--- src/rtl/lnk_deframe_pkg.sv ---
package lnk_deframe_pkg;
    localparam int LEN_W  = 16;
    localparam int WORD_W = 32;

    typedef enum logic [1:0] {
        ST_IDLE,
        ST_LEN,
        ST_BODY
    } dfr_state_e;
endpackage

--- src/rtl/lnk_path_steer.sv ---
module lnk_path_steer #(
    parameter int              SEL_W       = 3,
    parameter logic [SEL_W-1:0] OUT_SEL     = 3'd1,
    parameter logic [SEL_W-1:0] FIFO_LO_SEL = 3'd4,
    parameter logic [SEL_W-1:0] FIFO_HI_SEL = 3'd5,
    parameter logic [7:0]       TAG         = 8'h40
) (
    input  logic             wr_stb,
    input  logic [SEL_W-1:0] wr_sel,
    input  logic [7:0]       wr_byte,
    input  logic             fast_mode,
    input  logic             idle,
    output logic             byte_vld,
    output logic [7:0]       byte_out,
    output logic             tag_hit
);
    logic slow_wr;
    logic fifo_wr;

    assign slow_wr = wr_stb && (wr_sel == OUT_SEL);
    assign fifo_wr = wr_stb && ((wr_sel == FIFO_LO_SEL) || (wr_sel == FIFO_HI_SEL));

    // A tag is recognised between messages or inside a fast-path message.
    assign tag_hit  = slow_wr && (wr_byte == TAG) && (idle || fast_mode);
    assign byte_vld = (slow_wr && !fast_mode && !tag_hit)
                    || (fifo_wr && fast_mode && !idle);
    assign byte_out = wr_byte;
endmodule

--- src/rtl/lnk_frame_fsm.sv ---
module lnk_frame_fsm
    import lnk_deframe_pkg::*;
(
    input  logic              clk,
    input  logic              rst_n,
    input  logic              byte_vld,
    input  logic [7:0]        byte_in,
    input  logic              tag_hit,
    output logic              fast_mode,
    output logic              idle,
    output logic              done_q,
    output logic [WORD_W-1:0] action,
    output logic [WORD_W-1:0] data0,
    output logic [LEN_W-1:0]  len,
    output logic              server,
    output logic              err
);
    localparam logic [LEN_W-1:0] ACT_END = LEN_W'(4);
    localparam logic [LEN_W-1:0] D0_END  = LEN_W'(8);

    dfr_state_e        state_q, state_d;
    logic [LEN_W-1:0]  cnt_q;
    logic [WORD_W-1:0] act_q, d0_q;
    logic [LEN_W-1:0]  len_q;
    logic              srv_q, fast_q, err_q, done_now;
    logic              last_len, body_last;

    assign last_len  = (cnt_q[1:0] == 2'd3);
    assign body_last = ((cnt_q + LEN_W'(1)) == len_q);

    always_comb begin
        state_d  = state_q;
        done_now = 1'b0;
        unique case (state_q)
            ST_IDLE: begin
                if (tag_hit || byte_vld) state_d = ST_LEN;
            end
            ST_LEN: begin
                if (tag_hit) begin
                    state_d = ST_LEN;
                end else if (byte_vld && last_len) begin
                    if (len_q == '0) begin
                        state_d  = ST_IDLE;
                        done_now = 1'b1;
                    end else begin
                        state_d = ST_BODY;
                    end
                end
            end
            ST_BODY: begin
                if (tag_hit) begin
                    state_d = ST_LEN;
                end else if (byte_vld && body_last) begin
                    state_d  = ST_IDLE;
                    done_now = 1'b1;
                end
            end
            default: state_d = ST_IDLE;
        endcase
    end

    always_ff @(posedge clk) begin
        if (!rst_n) state_q <= ST_IDLE;
        else        state_q <= state_d;
    end

    always_ff @(posedge clk) begin
        if (!rst_n) begin
            cnt_q  <= '0;
            act_q  <= '0;
            d0_q   <= '0;
            len_q  <= '0;
            srv_q  <= 1'b0;
            fast_q <= 1'b0;
            err_q  <= 1'b0;
            done_q <= 1'b0;
        end else begin
            done_q <= done_now;
            if (tag_hit) begin
                fast_q <= 1'b1;
                cnt_q  <= '0;
                act_q  <= '0;
                d0_q   <= '0;
                len_q  <= '0;
                srv_q  <= 1'b0;
                if (state_q != ST_IDLE) err_q <= 1'b1;
            end else if (byte_vld) begin
                unique case (state_q)
                    ST_IDLE: begin
                        len_q <= {{(LEN_W-8){1'b0}}, byte_in};
                        cnt_q <= LEN_W'(1);
                        act_q <= '0;
                        d0_q  <= '0;
                        srv_q <= 1'b0;
                    end
                    ST_LEN: begin
                        if (cnt_q[1:0] == 2'd0) len_q[7:0]  <= byte_in;
                        if (cnt_q[1:0] == 2'd1) len_q[15:8] <= byte_in;
                        if (last_len) begin
                            srv_q <= byte_in[7];
                            cnt_q <= '0;
                        end else begin
                            cnt_q <= cnt_q + LEN_W'(1);
                        end
                    end
                    ST_BODY: begin
                        if (cnt_q < ACT_END)
                            act_q[{cnt_q[1:0], 3'b000} +: 8] <= byte_in;
                        else if (cnt_q < D0_END)
                            d0_q[{cnt_q[1:0], 3'b000} +: 8] <= byte_in;
                        cnt_q <= cnt_q + LEN_W'(1);
                    end
                    default: cnt_q <= '0;
                endcase
            end
            if (done_now) fast_q <= 1'b0;
        end
    end

    assign fast_mode = fast_q;
    assign idle      = (state_q == ST_IDLE);
    assign action    = act_q;
    assign data0     = d0_q;
    assign len       = len_q;
    assign server    = srv_q;
    assign err       = err_q;
endmodule

--- src/rtl/lnk_deframer.sv ---
module lnk_deframer
    import lnk_deframe_pkg::*;
#(
    parameter int              SEL_W       = 3,
    parameter logic [SEL_W-1:0] OUT_SEL     = 3'd1,
    parameter logic [SEL_W-1:0] FIFO_LO_SEL = 3'd4,
    parameter logic [SEL_W-1:0] FIFO_HI_SEL = 3'd5,
    parameter logic [7:0]       TAG         = 8'h40
) (
    input  logic              clk,
    input  logic              rst_n,
    input  logic              reg_wr,
    input  logic [SEL_W-1:0]  reg_sel,
    input  logic [7:0]        reg_wdata,
    output logic              fifo_ok,
    output logic              msg_done,
    output logic [WORD_W-1:0] msg_action,
    output logic [WORD_W-1:0] msg_data0,
    output logic [LEN_W-1:0]  msg_len,
    output logic              msg_server,
    output logic              frame_err
);
    logic       fast_mode, idle, byte_vld, tag_hit;
    logic [7:0] byte_val;

    lnk_path_steer #(
        .SEL_W(SEL_W), .OUT_SEL(OUT_SEL), .FIFO_LO_SEL(FIFO_LO_SEL),
        .FIFO_HI_SEL(FIFO_HI_SEL), .TAG(TAG)
    ) u_steer (
        .wr_stb   (reg_wr),
        .wr_sel   (reg_sel),
        .wr_byte  (reg_wdata),
        .fast_mode(fast_mode),
        .idle     (idle),
        .byte_vld (byte_vld),
        .byte_out (byte_val),
        .tag_hit  (tag_hit)
    );

    lnk_frame_fsm u_fsm (
        .clk      (clk),
        .rst_n    (rst_n),
        .byte_vld (byte_vld),
        .byte_in  (byte_val),
        .tag_hit  (tag_hit),
        .fast_mode(fast_mode),
        .idle     (idle),
        .done_q   (msg_done),
        .action   (msg_action),
        .data0    (msg_data0),
        .len      (msg_len),
        .server   (msg_server),
        .err      (frame_err)
    );

    assign fifo_ok = idle;
endmodule

--- config.mk ---
export PLATFORM = sky130hd
export DESIGN_NAME = lnk_deframer
export DESIGN_NICKNAME = d
export VERILOG_FILES = /design/src/rtl/lnk_deframe_pkg.sv /design/src/rtl/lnk_path_steer.sv /design/src/rtl/lnk_frame_fsm.sv /design/src/rtl/lnk_deframer.sv
export SDC_FILE = /design/constraint.sdc
export NUM_CORES = 1
export LEC_CHECK = 0
export ABC_AREA = 1
export ABC_CLOCK_PERIOD_IN_PS = 2900
export BUFFER_PORTS_ARGS = -buffer_cell sky130_fd_sc_hd__buf_2
export CAP_MARGIN = 20
export CORE_MARGIN = 2
export CORE_UTILIZATION = 55
export CTS_BUF_LIST = sky130_fd_sc_hd__clkbuf_8 sky130_fd_sc_hd__clkbuf_16
export CTS_CLUSTER_DIAMETER = 30
export DETAILED_ROUTE_END_ITERATION = 10
export GPL_ROUTABILITY_DRIVEN = 0
export PLACE_DENSITY = 0.8
export SYNTH_ARGS = -nofsm -noshare
export SYNTH_HDL_FRONTEND = slang
export SYNTH_HIERARCHICAL = 1
export SYNTH_SLANG_ARGS = --single-unit
--- constraint.sdc ---
create_clock -name clk -period 2.9 [get_ports clk]
set_input_delay 0.435 -clock clk [delete_from_list [all_inputs] [get_ports clk]]
set_output_delay 0.435 -clock clk [all_outputs]
set_load 0.05 [all_outputs]
==> impl_results.rst <==
.. list-table::
   :header-rows: 1

   * - Metric
     - Value
   * - Largest delay contributor family on the critical path
     - simple AND/OR/NAND/NOR gates
   * - Leakage Power
     - 2.481 nW
   * - Slew HR
     - 61.17%
   * - Final worst clock skew
     - 0.01779 ns
   * - Most common library cells after synthesis
     - sky130_fd_sc_hd__nand2_1, sky130_fd_sc_hd__dfxtp_1, sky130_fd_sc_hd__a21oi_1
   * - CORE AREA
     - 0.009240 sq mm
   * - Die Outline Area
     - 0.01029 sq mm
   * - Violation count after the first detailed-route iteration
     - 384
   * - Chip Width
     - 101.4 um
   * - CP most frequent cell
     - sky130_fd_sc_hd__nand2_1
   * - Instance count of the mapped netlist
     - 775
   * - Worst stage delay on the critical path
     - 0.39 ns
   * - Remaining antenna violation count after routing
     - 0
   * - Via-to-Cell Ratio
     - 5.605
   * - Number of cell instances on the worst register-to-register path
     - 20
   * - Via count of the first global-routing pass
     - 5142
   * - Die outline height
     - 101.4 um
   * - Final core occ
     - 64.85%
   * - Main synth FF type
     - sky130_fd_sc_hd__dfxtp_1
   * - Post-DP Area
     - 0.005767 sq mm
   * - Main combinational cell family by area after synthesis
     - simple AND/OR/NAND/NOR gates
   * - Buffer levels on the longest clock path
     - 2
   * - Sequential cell area in the final layout
     - 0.002044 sq mm
   * - Inserted Clock Buffers
     - 9
   * - Area Growth Syn to Fin
     - 14.76%
   * - Pwr per Cell Area
     - 538.5 mW/mm^2
   * - Share of async-settable or async-resettable flops after synthesis
     - 0%
   * - Synth Area in XOR/XNOR
     - 1.630%
   * - Number of cells on the worst hold path
     - 3
   * - Worst vdd ir
     - 267.8 uV
   * - Biggest area contributors in the synthesized netlist
     - sky130_fd_sc_hd__dfxtp_1, sky130_fd_sc_hd__nand2_1, sky130_fd_sc_hd__a21oi_1
   * - Max Freq
     - 0.3758 GHz
   * - Post-CTS setup buffers
     - 0
   * - Count of final setup violators
     - 0
   * - Number of buffers and inverters on the critical path
     - 3
   * - Unrepaired setup endpoints after global routing
     - false
   * - Cell type with the largest total area after synthesis
     - sky130_fd_sc_hd__dfxtp_1
   * - Overall power of the completed layout
     - 3.227 mW
   * - DP HPWL
     - 11.29 mm
   * - Pin count of the biggest net entering global routing
     - 86
   * - Wire length of the first global-routing pass
     - 24.27 mm
   * - Dpl ws
     - 0.1817 ns
   * - Mean post-synth cell area
     - 6.737 sq um
   * - Post-Synthesis Net Count
     - 798
   * - Area share of and/or/nand/nor cells after synthesis
     - 35.44%
   * - Syn Std Cell Area
     - 0.005221 sq mm
   * - Outcome
     - complete, no violations
   * - Initial antenna violation count
     - 0
   * - Root buf cell
     - sky130_fd_sc_hd__clkbuf_8
   * - Number of enable-type register cells in the synthesized netlist
     - 0
   * - Layout Cell Area excl Fill
     - 0.005992 sq mm
   * - Clock-pin slew reported for the worst setup and hold paths after clock tree synthesis
     - 0.11 ns
   * - WL per Instance
     - 15.06 um
   * - Global-route congestion overflow total
     - 0
   * - Adder and majority cell fraction of the synthesized area
     - 2.157%
   * - Fraction of final layout cells with drive strength greater than 1
     - 17.44%
   * - Max Cap Violations
     - 0
   * - Total routing resource utilization after global routing
     - 29.59%
   * - Slew at the pin with the worst max-slew slack
     - 0.5785 ns
   * - Startpoint-to-endpoint class of the critical path
     - reg2reg
   * - Count of port buffers added during placement
     - 97
   * - Total vias in the final route
     - 5543
   * - Total negative setup slack
     - 0 ns
   * - Number of nets at the end of the flow
     - 878
   * - HP Class
     - in2reg
   * - Initial Util
     - 56.51%
   * - Cell type of the slowest stage on the worst timing path
     - sky130_fd_sc_hd__dfxtp_1
   * - Clock insertion delay at the later pin of the skew report
     - 0.37 ns
   * - Final routed wirelength across all metal layers
     - 14.89 mm
   * - Required time of the worst setup path
     - 3.22 ns
   * - TritonCTS clock tree
     - built
   * - Final hold violation count
     - 0
   * - Iteration count of the initial detailed-routing pass
     - 5
   * - Share of cell area taken by muxes after synthesis
     - 0%
   * - Sort of element at the start of the critical path
     - register
   * - Unique cell type count in the Yosys netlist
     - 32
   * - DRC violations left
     - 0
   * - Syn. warnings
     - 6
   * - Stages on worst setup path
     - 20
   * - Most common cell in the netlist
     - sky130_fd_sc_hd__nand2_1
   * - Clock sink count
     - 102
   * - Endpoint class of the critical path
     - register
   * - Yosys top cell area share
     - 39.11%
   * - Area occupied by multi-input gates
     - 0.002751 sq mm
   * - Area fraction in compound gates after synthesis
     - 13.44%
   * - Maximum fanout encountered on the critical timing path
     - 14
   * - Max-slew violations
     - 0
   * - Count of hold buffers inserted by post-cts repair
     - 0
   * - Number of synthesized register bits
     - 102
   * - Ordered list of cells on the worst path
     - inv_1 > ha_1 > nor3b_1 > nand3_1 > nand2_1 > inv_1 > buf_6 > nor2_1 > nand2_1 > nor3_1 > nand2_1 > nor2_1 > nand2_1 > nor2_1 > nand3_1 > nor2_1 > nand2_1 > nand2_1 > nand2_1 > nor2_1
   * - CP Data Arrival Time
     - 2.98 ns
   * - Site row count
     - 35
   * - Number of inserted filler cells in the final layout
     - 820
   * - Smallest setup slack after layout
     - 0.2392 ns
   * - Final worst path period share
     - 91.75%
   * - Final critical delay including setup and external delays
     - 2.661 ns
   * - Number of primary I/O pins
     - 98
   * - Diodes inserted
     - 0
   * - Proportion of synthesized chip area in sequential cells
     - 39.11%
   * - H-Tree Level Count
     - 3
==> report_power, final <==
group | internal [mW] | total (mW) | switching, mW | leakage (nW)
clock | 0.420 | 0.954 | 0.534 | 0.105
combinational | 0.206 | 0.794 | 0.588 | 1.55
sequential | 1.44 | 1.48 | 0.0420 | 0.823
==> final timing paths <==
kind | slack (ns) | to | startpoint
min reg2reg | 0.46 | u_fsm/action[8] | u_fsm/action[8]
max reg2reg | 0.24 | u_fsm/done_q | u_fsm/state_q[1]
min | 0.30 | u_fsm/state_q[0] | rst_n
max | 0.24 | u_fsm/done_q | u_fsm/state_q[1]
==> stage by stage <==
| step | std cells | hold slack (ns) |
|---|---|---|
| after global placement | 973 | 0.4472 |
| after floorplan | 775 | 0.4722 |
| after CTS | 989 | 0.2985 |
| after detailed placement | 973 | 0.4515 |
| final | 989 | 0.3029 |
| after global routing | 989 | 0.2886 |
==> metal layers <==
metal | global-route usage, % | routed length, um | vias to the layer above
met1 | 38.79 | 6253 | 2505
met5 | 0 | 0 | -
li1 | - | - | 2713
met3 | 6.073 | 1297 | 40
met4 | 11.85 | 417 | 0
met2 | 47.89 | 6921 | 285
==> layout by cell type (no fill, tap or decap), types with 2 or more instances in the layout <==
cell type                  count
sky130_fd_sc_hd__nor2_1       67
sky130_fd_sc_hd__xnor3_1       3
sky130_fd_sc_hd__nand3b_1      2
sky130_fd_sc_hd__nand2_2       8
sky130_fd_sc_hd__nor3_1       12
sky130_fd_sc_hd__ha_1          9
sky130_fd_sc_hd__nor4_1       13
sky130_fd_sc_hd__dfxtp_1     100
sky130_fd_sc_hd__buf_4         8
sky130_fd_sc_hd__inv_6         2
sky130_fd_sc_hd__o21ai_0      17
sky130_fd_sc_hd__inv_2         4
sky130_fd_sc_hd__a21oi_1      96
sky130_fd_sc_hd__clkbuf_8      9
sky130_fd_sc_hd__a221oi_1      5
sky130_fd_sc_hd__inv_1        57
sky130_fd_sc_hd__xor2_1        2
sky130_fd_sc_hd__o21ai_1       2
sky130_fd_sc_hd__nor2_2        9
sky130_fd_sc_hd__nand3_1      87
sky130_fd_sc_hd__nor3b_1       2
sky130_fd_sc_hd__dfxtp_2       2
sky130_fd_sc_hd__nand4_1      12
sky130_fd_sc_hd__buf_2        97
sky130_fd_sc_hd__nand2_1     213
sky130_fd_sc_hd__a211oi_1      6
sky130_fd_sc_hd__clkinv_1      2
==> layout make-up <==
class	instances	area share (%)
multi-input combinational	571	45.92
sequential	102	34.12
timing repair buffer	107	9.626
inverter	64	4.051
tap	129	2.694
clock buffer	9	2.067
clock inverter	7	1.524
==> worst register-to-register path, cell delays in order, from the launching register on <==
cell                      delay [ns]
sky130_fd_sc_hd__dfxtp_1        0.39
sky130_fd_sc_hd__inv_1          0.09
sky130_fd_sc_hd__ha_1           0.24
sky130_fd_sc_hd__nor3b_1        0.23
sky130_fd_sc_hd__nand3_1        0.10
sky130_fd_sc_hd__nand2_1        0.10
sky130_fd_sc_hd__inv_1          0.15
sky130_fd_sc_hd__buf_6          0.21
sky130_fd_sc_hd__nor2_1         0.11
sky130_fd_sc_hd__nand2_1        0.05
sky130_fd_sc_hd__nor3_1         0.12
sky130_fd_sc_hd__nand2_1        0.06
sky130_fd_sc_hd__nor2_1         0.12
sky130_fd_sc_hd__nand2_1        0.07
sky130_fd_sc_hd__nor2_1         0.08
sky130_fd_sc_hd__nand3_1        0.07
sky130_fd_sc_hd__nor2_1         0.14
sky130_fd_sc_hd__nand2_1        0.07
sky130_fd_sc_hd__nand2_1        0.08
sky130_fd_sc_hd__nand2_1        0.05
sky130_fd_sc_hd__nor2_1         0.08
==> sequential cells by signal, summed over array words and instances, names as in the netlist <==
| name | count |
|---|---|
| u_fsm/cnt_q | 16 |
| u_fsm/fast_mode | 1 |
| u_fsm/action | 32 |
| u_fsm/len | 16 |
| u_fsm/state_q | 2 |
| u_fsm/err | 1 |
| u_fsm/done_q | 1 |
| u_fsm/data0 | 32 |
| u_fsm/server | 1 |
==> cell families after synthesis <==
| group | Yosys count |
|---|---|
| AOI/OAI and AO/OA | 131 |
| xor gates and xnor gates | 5 |
| adders and majority gates | 9 |
| buffers and inverters | 102 |
| DFF | 102 |
| and+or+nand+nor | 426 |
==> repair_timing <==
action	in CTS	in global routing
endpoints found under the setup margin	0	30
endpoints found under the hold margin	0	0
resized for setup	0	5
Note: power is estimated with default switching activity, not from simulation.
